[src/rtl/rng_sup_pkg.sv]
package rng_sup_pkg;
  localparam int unsigned NUM_EVT   = 4;
  localparam int unsigned BIT_READY = 0;
  localparam int unsigned BIT_ACORR = 1;
  localparam int unsigned BIT_CRNG  = 2;
  localparam int unsigned BIT_BAL   = 3;

  typedef enum logic [1:0] {
    SEL_MASK  = 2'd0,
    SEL_CLEAR = 2'd1,
    SEL_STATS = 2'd2,
    SEL_NONE  = 2'd3
  } wr_sel_e;
endpackage

[src/rtl/rng_evt_flags.sv]
module rng_evt_flags #(
  parameter int unsigned NUM = 4,
  parameter logic [NUM-1:0] CLR_OK = '1
) (
  input  logic           clk,
  input  logic           rst_n,
  input  logic           sw_rst,
  input  logic [NUM-1:0] set_vec,
  input  logic           wr_mask,
  input  logic           wr_clear,
  input  logic [NUM-1:0] wr_bits,
  output logic [NUM-1:0] status,
  output logic [NUM-1:0] mask,
  output logic           irq
);
  logic [NUM-1:0] mask_nxt;

  always_comb begin
    mask_nxt = mask;
    if (sw_rst)       mask_nxt = '0;
    else if (wr_mask) mask_nxt = wr_bits;
  end

  always_ff @(posedge clk or negedge rst_n) begin
    if (!rst_n) mask <= '0;
    else        mask <= mask_nxt;
  end

  for (genvar i = 0; i < NUM; i++) begin : g_flag
    logic flag_nxt;
    if (CLR_OK[i]) begin : g_clearable
      always_comb begin
        flag_nxt = status[i];
        if (sw_rst)                      flag_nxt = 1'b0;
        else if (set_vec[i])             flag_nxt = 1'b1;
        else if (wr_clear && wr_bits[i]) flag_nxt = 1'b0;
      end
      a_r3_clear_drops: assert property (@(posedge clk) disable iff (!rst_n)
        (wr_clear && wr_bits[i] && !set_vec[i] && !sw_rst) |=> !status[i]);
      a_r3_set_wins: assert property (@(posedge clk) disable iff (!rst_n)
        (set_vec[i] && !sw_rst) |=> status[i]);
    end else begin : g_sticky
      always_comb begin
        flag_nxt = status[i];
        if (sw_rst)          flag_nxt = 1'b0;
        else if (set_vec[i]) flag_nxt = 1'b1;
      end
      a_r4_sticky_holds: assert property (@(posedge clk) disable iff (!rst_n)
        (status[i] && !sw_rst) |=> status[i]);
    end

    always_ff @(posedge clk or negedge rst_n) begin
      if (!rst_n) status[i] <= 1'b0;
      else        status[i] <= flag_nxt;
    end
  end

  assign irq = |(status & ~mask);

  a_r2_mask_load: assert property (@(posedge clk) disable iff (!rst_n)
    (wr_mask && !sw_rst) |=> (mask == $past(wr_bits)));
endmodule

[src/rtl/rng_acorr_guard.sv]
module rng_acorr_guard #(
  parameter int unsigned FAIL_LIMIT = 4
) (
  input  logic clk,
  input  logic rst_n,
  input  logic sw_rst,
  input  logic fail,
  input  logic pass,
  output logic trip
);
  localparam int unsigned RUN_W = $clog2(FAIL_LIMIT + 1);
  localparam logic [RUN_W-1:0] RUN_TOP = RUN_W'(FAIL_LIMIT - 1);

  logic [RUN_W-1:0] run_q, run_nxt;

  always_comb begin
    run_nxt = run_q;
    if (sw_rst)    run_nxt = '0;
    else if (fail) run_nxt = (run_q < RUN_TOP) ? run_q + 1'b1 : RUN_TOP;
    else if (pass) run_nxt = '0;
  end

  always_ff @(posedge clk or negedge rst_n) begin
    if (!rst_n) run_q <= '0;
    else        run_q <= run_nxt;
  end

  assign trip = fail && !sw_rst && (run_q == RUN_TOP);

  a_r6_pass_restarts: assert property (@(posedge clk) disable iff (!rst_n)
    (pass && !fail) |=> (run_q == '0));
  a_r5_run_bounded: assert property (@(posedge clk) disable iff (!rst_n)
    run_q <= RUN_TOP);
endmodule

[src/rtl/rng_acorr_stats.sv]
module rng_acorr_stats #(
  parameter int unsigned TRY_W  = 14,
  parameter int unsigned FAIL_W = 8
) (
  input  logic              clk,
  input  logic              rst_n,
  input  logic              zero,
  input  logic              start,
  input  logic              fail,
  output logic [TRY_W-1:0]  tries,
  output logic [FAIL_W-1:0] fails
);
  logic [TRY_W-1:0]  tries_nxt;
  logic [FAIL_W-1:0] fails_nxt;
  logic              frozen;

  assign frozen = (&tries) || (&fails);

  always_comb begin
    tries_nxt = tries;
    fails_nxt = fails;
    if (zero) begin
      tries_nxt = '0;
      fails_nxt = '0;
    end else if (!frozen) begin
      if (start) tries_nxt = tries + 1'b1;
      if (fail)  fails_nxt = fails + 1'b1;
    end
  end

  always_ff @(posedge clk or negedge rst_n) begin
    if (!rst_n) begin
      tries <= '0;
      fails <= '0;
    end else begin
      tries <= tries_nxt;
      fails <= fails_nxt;
    end
  end

  a_r9_write_zeroes: assert property (@(posedge clk) disable iff (!rst_n)
    zero |=> (tries == '0 && fails == '0));
  a_r10_frozen_hold: assert property (@(posedge clk) disable iff (!rst_n)
    (frozen && !zero) |=> ($stable(tries) && $stable(fails)));
endmodule

[src/rtl/rng_supervisor.sv]
module rng_supervisor
  import rng_sup_pkg::*;
#(
  parameter int unsigned DATA_W     = 32,
  parameter int unsigned TRY_W      = 14,
  parameter int unsigned FAIL_W     = 8,
  parameter int unsigned FAIL_LIMIT = 4
) (
  input  logic              clk,
  input  logic              rst_n,
  input  logic              sw_rst_i,
  input  logic              ev_ready_i,
  input  logic              ev_crng_i,
  input  logic              ev_bal_i,
  input  logic              acorr_start_i,
  input  logic              acorr_fail_i,
  input  logic              acorr_pass_i,
  input  logic              wr_en_i,
  input  logic [1:0]        wr_sel_i,
  input  logic [DATA_W-1:0] wr_data_i,
  output logic [3:0]        status_o,
  output logic [3:0]        mask_o,
  output logic              irq_o,
  output logic              halt_o,
  output logic [DATA_W-1:0] stats_o
);
  localparam int unsigned PAD_W = DATA_W - TRY_W - FAIL_W;
  localparam logic [NUM_EVT-1:0] CLR_OK = ~(NUM_EVT'(1) << BIT_ACORR);

  logic               wr_mask, wr_clear, wr_stats, trip;
  logic [NUM_EVT-1:0] set_vec;
  logic [TRY_W-1:0]   tries;
  logic [FAIL_W-1:0]  fails;

  assign wr_mask  = wr_en_i && (wr_sel_i == SEL_MASK);
  assign wr_clear = wr_en_i && (wr_sel_i == SEL_CLEAR);
  assign wr_stats = wr_en_i && (wr_sel_i == SEL_STATS);

  always_comb begin
    set_vec            = '0;
    set_vec[BIT_READY] = ev_ready_i;
    set_vec[BIT_ACORR] = trip;
    set_vec[BIT_CRNG]  = ev_crng_i;
    set_vec[BIT_BAL]   = ev_bal_i;
  end

  rng_acorr_guard #(.FAIL_LIMIT(FAIL_LIMIT)) u_guard (
    .clk(clk), .rst_n(rst_n), .sw_rst(sw_rst_i),
    .fail(acorr_fail_i), .pass(acorr_pass_i), .trip(trip)
  );

  rng_evt_flags #(.NUM(NUM_EVT), .CLR_OK(CLR_OK)) u_flags (
    .clk(clk), .rst_n(rst_n), .sw_rst(sw_rst_i), .set_vec(set_vec),
    .wr_mask(wr_mask), .wr_clear(wr_clear), .wr_bits(wr_data_i[NUM_EVT-1:0]),
    .status(status_o), .mask(mask_o), .irq(irq_o)
  );

  rng_acorr_stats #(.TRY_W(TRY_W), .FAIL_W(FAIL_W)) u_stats (
    .clk(clk), .rst_n(rst_n), .zero(sw_rst_i || wr_stats),
    .start(acorr_start_i), .fail(acorr_fail_i), .tries(tries), .fails(fails)
  );

  assign halt_o  = status_o[BIT_ACORR];
  assign stats_o = {{PAD_W{1'b0}}, fails, tries};

  a_r11_sw_clears: assert property (@(posedge clk) disable iff (!rst_n)
    sw_rst_i |=> (status_o == '0 && mask_o == '0 && stats_o == '0));
  a_r1_ready_capture: assert property (@(posedge clk) disable iff (!rst_n)
    (ev_ready_i && !sw_rst_i) |=> status_o[BIT_READY]);
  a_r7_halt_stays: assert property (@(posedge clk) disable iff (!rst_n)
    (halt_o && !sw_rst_i) |=> halt_o);
endmodule

[config.mk]
export PLATFORM = sky130hd
export DESIGN_NAME = rng_supervisor
export DESIGN_NICKNAME = d
export VERILOG_FILES = /design/src/rtl/rng_sup_pkg.sv /design/src/rtl/rng_evt_flags.sv /design/src/rtl/rng_acorr_guard.sv /design/src/rtl/rng_acorr_stats.sv /design/src/rtl/rng_supervisor.sv
export SDC_FILE = /design/constraint.sdc
export NUM_CORES = 1
export LEC_CHECK = 0
export ABC_AREA = 1
export BUFFER_PORTS_ARGS = -buffer_cell sky130_fd_sc_hd__buf_2
export CORE_UTILIZATION = 45
export DETAILED_ROUTE_END_ITERATION = 10
export GPL_TIMING_DRIVEN = 0
export MAX_ROUTING_LAYER = met4
export PLACE_DENSITY = 0.79
export SLEW_MARGIN = 25
export SYNTH_ARGS = -nofsm -noshare
export SYNTH_HDL_FRONTEND = slang
export SYNTH_SLANG_ARGS = --single-unit
[constraint.sdc]
create_clock -name clk -period 3.48 [get_ports clk]
set_input_delay 0.348 -clock clk [delete_from_list [all_inputs] [get_ports clk]]
set_output_delay 0.348 -clock clk [all_outputs]
set_load 0.02 [all_outputs]
Word-level counts from Yosys, hierarchy flattened

Cells that the tools add are included.

Add/subtract/negate cells: 3
$lt $le $gt $ge: 1
Eq/ne operators: 4
Muxes and demuxes: 23
Bitwise logic cells: 2
Reduce and logical (&&, ||, !) cells: 25

Operators by type and width:

| cell                                                                          | count |
|---|---|
| 14-bit two-way mux                                                            | 3 |
| 8-bit two-way mux                                                             | 3 |
| 14-bit by 1-bit adder with 14-bit output (second input constant)              | 1 |
| 14-bit AND reduction                                                          | 1 |
| 3-bit two-way mux                                                             | 4 |
| 3-bit nonzero test                                                            | 4 |
| 1-bit two-way mux                                                             | 11 |
| 8-bit by 1-bit adder with 8-bit output (second input constant)                | 1 |
| 1-bit logical AND                                                             | 8 |
| 4-bit two-way mux                                                             | 2 |
| 8-bit AND reduction                                                           | 1 |
| 2-bit nonzero test                                                            | 4 |
| 4-bit AND                                                                     | 1 |
| 4-bit NOT                                                                     | 1 |
| 2-bit AND reduction                                                           | 2 |
| 4-bit OR reduction                                                            | 1 |
| 3-bit by 1-bit adder with 3-bit output (second input constant)                | 1 |
| 3-bit by 2-bit == test with 1-bit output (second input constant)              | 1 |
| 3-bit by 2-bit less-than comparator with 1-bit output (second input constant) | 1 |
| 2-bit by 1-bit == test with 1-bit output (second input constant)              | 1 |
| 2-bit == test (second input constant)                                         | 1 |
| 2-bit logical NOT                                                             | 1 |
| 1-bit logical OR                                                              | 2 |
| 2-bit by 1-bit != test with 1-bit output (second input constant)              | 1 |
| 1-bit logical NOT                                                             | 1 |

Flip-flop bits (word level): 33
Bits of input ports: 44
Output and inout bits: 42
Logic and storage cells: 66

Longest topological paths before layout

Depth after elaboration: 6
Depth in mapped cells: 9
Gate-level depth less buffers: 9

By module

From an unflattened synthesis, not the netlist that was laid out.

Cell total of the unflattened synthesis: 292
Area total of the unflattened synthesis: 2,130.8 sq um

Modules (own cells, without submodules):

| module          | times used | cells an instance | area an instance (sq um) | sequential area each (sq um) |
|---|---|---|---|---|
| rng_acorr_stats | 1          | 195               | 1,445.1                  | 550.5 |
| rng_evt_flags   | 1          | 49                | 365.4                    | 200.2 |
| rng_acorr_guard | 1          | 28                | 202.7                    | 75.1 |
| rng_supervisor  | 1          | 20                | 117.6                    | 0.0 |

Worst setup path before layout

OpenSTA, ideal clock, no wires.

Kind: register -> register
Start point: register u_stats.fails[0]
End point: register u_stats.fails[6]
Setup time: 0.117 ns
Arrival time: 1.401 ns
Required time: 3.363 ns
Path slack: 1.962 ns
Cell stages (with the launch flop): 9
Path buffers: 0
Clock period less this slack: 1.518 ns
Path through: dfrtp_1 ha_1 nand2_1 nor2_2 nand3_2 nand3_2 nand2_2 nand2_1 nand2_1

Cells in the longest elaborated chain, start to end: 4
Elaborated cells on any way between the ends: 8
Classes of those cells: 1 x add/sub; 1 x eq/ne; 3 x mux; 3 x reduce/logical

Ends and longest elaborated chain:

| item                                                                          | RTL line                                     | source |
|---|---|---|
| from (decl)                                                                   | rng_acorr_stats.sv:11                        | `output logic [FAIL_W-1:0] fails` |
| from (signal assigned)                                                        | rng_acorr_stats.sv:37                        | `fails <= fails_nxt;` |
| 8-bit by 1-bit adder with 8-bit output or 8-bit AND reduction (tied branches) | rng_acorr_stats.sv:27, rng_acorr_stats.sv:17 |  |
| 8-bit two-way mux or 1-bit logical OR (tied branches)                         | rng_acorr_stats.sv:27, rng_acorr_stats.sv:17 |  |
| 8-bit two-way mux or 2-bit by 1-bit != test with 1-bit output (tied branches) | n/a                                          |  |
| 8-bit two-way mux or 2-bit AND reduction (tied branches)                      | n/a                                          |  |

Several ways; a longest one is shown, not always the timed one. The select of a mux whose other input is x is not followed.
A chain may end at the register's enable or synchronous reset.

Final worst setup path

Start point: register u_stats.tries[0]
End point: register u_stats.fails[6]

Cells in the longest elaborated chain, start to end: 4

Ends and longest elaborated chain:

| item                                               | RTL line              | source |
|---|---|---|
| from (decl)                                        | rng_acorr_stats.sv:10 | `output logic [TRY_W-1:0] tries,` |
| from (signal assigned)                             | rng_acorr_stats.sv:36 | `tries <= tries_nxt;` |
| 14-bit AND reduction                               | rng_acorr_stats.sv:17 | `assign frozen = (&tries) \|\| (&fails);` |
| 1-bit logical OR                                   | rng_acorr_stats.sv:17 |  |
| 2-bit by 1-bit != test with 1-bit output (no line) | n/a                   |  |
| 2-bit AND reduction (no line)                      | n/a                   |  |

Every way passes these cells.

==> run summary <==
Final min period: 1.58 ns
DR WL/cell: 11.3 µm
Initial Utilization: 0.473
total grt overflow: 0
HPWL after DPL: 3.33 mm
post-cts resize count: 0
die area: 4880 µm²
core area: 4380 µm²
GPL Wtd Cong: 0.854
layout cells sized above 1: 0.273
clock latency on the worst-skew pair: 0.29 ns
Post-Syn Area: 2070 µm²
WP data required: 3.66 ns
top achievable clock speed: 633 MHz
total CTS buffers: 5
RSZ-0062 raised after global routing: no
setup violation total in the final timing report: 0
vias in the first global route: 1779
#FFs+latches synth: 33
Clock Path Buffers: 2
Worst Setup End Kind: flop
Slew Limit Fails: 0
worst path arrival time: 1.76 ns
first-pass GRT wire length: 7.91 mm
Yosys warnings: 0
clock root buffer: clkbuf_8
max_cap viols: 0
Initial DRC Count: 143
top cell type by total area after synthesis: dfrtp_1
Area after DPL: 2410 µm²
Sink Count: 33
Die Span Y: 69.9 µm
crit-path max FO: 9
slew margin rel.: 0.523
Reg clk slew, reported paths: 0.07 ns
initial antenna violation count: 0
Reg area: 826 µm²
Syn Area/Cell: 7.70 µm²
Worst Setup Start Kind: flop
Post-synth EDFFs: 0
vias per cell: 4.95
Final nets: 380
TritonCTS clock tree: built
Async S/R FF share, synth: 1.00
final WL: 4.36 mm
final cell count without fillers: 385
# rows: 24
sequential fraction of the synthesis area: 0.399
number of buffers inserted by hold repair at cts: 0
static leakage: 1.34 nW
Post-synth top flop: dfrtp_1
clock skew: 0.00544 ns
via count: 1906
Fill cells: 420
Final Instance Area: 2490 µm²
synthesized netlist cell count: 269
peak supply drop: 0.186 mV
area grow syn2layout: 20.3%
status: completed
Netlist cell types: 32
Final period util: 0.454
Final Hold Vio Count: 0
Detail Route Antenna Nets: 0
Tightest Hold Check Type: in -> async
IO Pins: 86
Die Width: 69.9 µm
actual slew at the worst max-slew pin: 0.716 ns
cell count after placement: 377
Pwr Total: 0.800 mW
Antenna Cells: 0
critical path class: reg -> reg
pin count of the biggest net entering global routing: 34
post-synth top area share: 0.399
PwrDens: 321 nW/µm²
synth top area cells: dfrtp_1 (40%), nand2_1 (11%), nand3_1 (7.5%)
port bufs: 47
Tot GR Track Use: 0.206
CTS HTree Levels: 2
post-CTS setup buffers: 0
setup TNS: 0 ns
drt pass-1 iters: 4
footprint of the multi-input gates: 1030 µm²
drc violations: 0
-- worst max-delay path, cell delays in order, from the launching register on --
cell and delay, ns:
dfrtp_1 0.41, ha_1 0.24, nand3_2 0.15, nor2_4 0.17, nand2_4 0.08, nand3_2 0.17
nand2_2 0.12, nand2_1 0.07, nand2_1 0.05
-- layer usage --
layer / routed length (µm) / part of all wire / vias up / GRT usage
li1: - / - / 974 / -
met1: 1980 / 0.45 / 880 / 0.254
met2: 2120 / 0.49 / 45 / 0.330
met3: 182 / 0.042 / 7 / 0.0548
met4: 76 / 0.017 / 0 / 0.0689
met5: 0 / 0 / - / -
-- logic make-up (layout without fill, tap and decap cells) --
logic type / Yosys count / count (layout) / synth area share
simple gates: 144 / 144 / 0.333
xor+xnor: 9 / 9 / 0.0380
buf+inv: 47 / 102 / 0.118
other cells: 1 / 10 / 0.00181
fa+ha+maj: 4 / 4 / 0.0242
flops: 33 / 33 / 0.399
compound gates: 31 / 31 / 0.0864
-- where the power goes --
part	switching, mW	internal [mW]	leakage, nW
Sequential	0.00888	0.394	0.452
Combinational	0.0746	0.0391	0.846
Clock	0.146	0.138	0.0439
-- layout by cell type, fill, tap and decap left out, types with 8 or more instances in the layout --
cell type	n
buf_2	48
buf_4	11
conb_1	10
dfrtp_1	33
inv_1	27
nand2_1	62
nand3_1	31
nor2_1	25
o21ai_0	16
xor2_1	8
-- worst paths after layout --
check / endpoint / slack [ns] / startpoint / cells past startpoint
worst max-delay path: u_stats.fails[6] / 1.90 / u_stats.tries[0] / 8
worst min-delay path: u_guard.run_q[1] / 0.11 / rst_n / 1
worst max register to register: u_stats.fails[6] / 1.90 / u_stats.tries[0] / 8
worst min register to register: u_stats.tries[0] / 0.55 / u_stats.tries[0] / 1
max in group asynchronous: u_stats.tries[7] / 2.91 / rst_n / 1
min in group clk: u_flags.status[3] / 0.28 / ev_bal_i / 3
-- registers in the layout, summed over array words and instances (netlist names) --
register	count
u_flags.mask	4
u_flags.status	4
u_guard.run_q	3
u_stats.fails	8
u_stats.tries	14
-- cell usage after synthesis, types with 3 or more instances --
cell type,n
inv_2,5
dfrtp_1,33
xor2_1,8
a21oi_1,4
ha_1,4
buf_4,11
nand3_2,3
inv_1,27
nand2_2,5
nand3_1,31
nor2_1,25
nand4_1,6
o21ai_1,6
o21ai_0,16
nand2_1,62
-- stage by stage --
stage / hold WS (ns) / setup slack [ns] / util
global placement: 0.449 / 1.94 / 0.549
floorplan: 0.0524 / 1.96 / -
finish: 0.105 / 1.90 / 0.568
global route: 0.177 / 1.70 / 0.568
detailed placement: 0.452 / 1.92 / 0.549
CTS: 0.139 / 1.89 / 0.568
-- layout make-up --
type	count	area share
sequential	33	0.331
inverter	32	0.0482
multi-input combinational	198	0.415
clock buffer	5	0.0276
buffer	15	0.0502
timing repair buffer	47	0.0944
tap	52	0.0261
clock inverter	3	0.00703
Power figures use the tool's default switching activity.
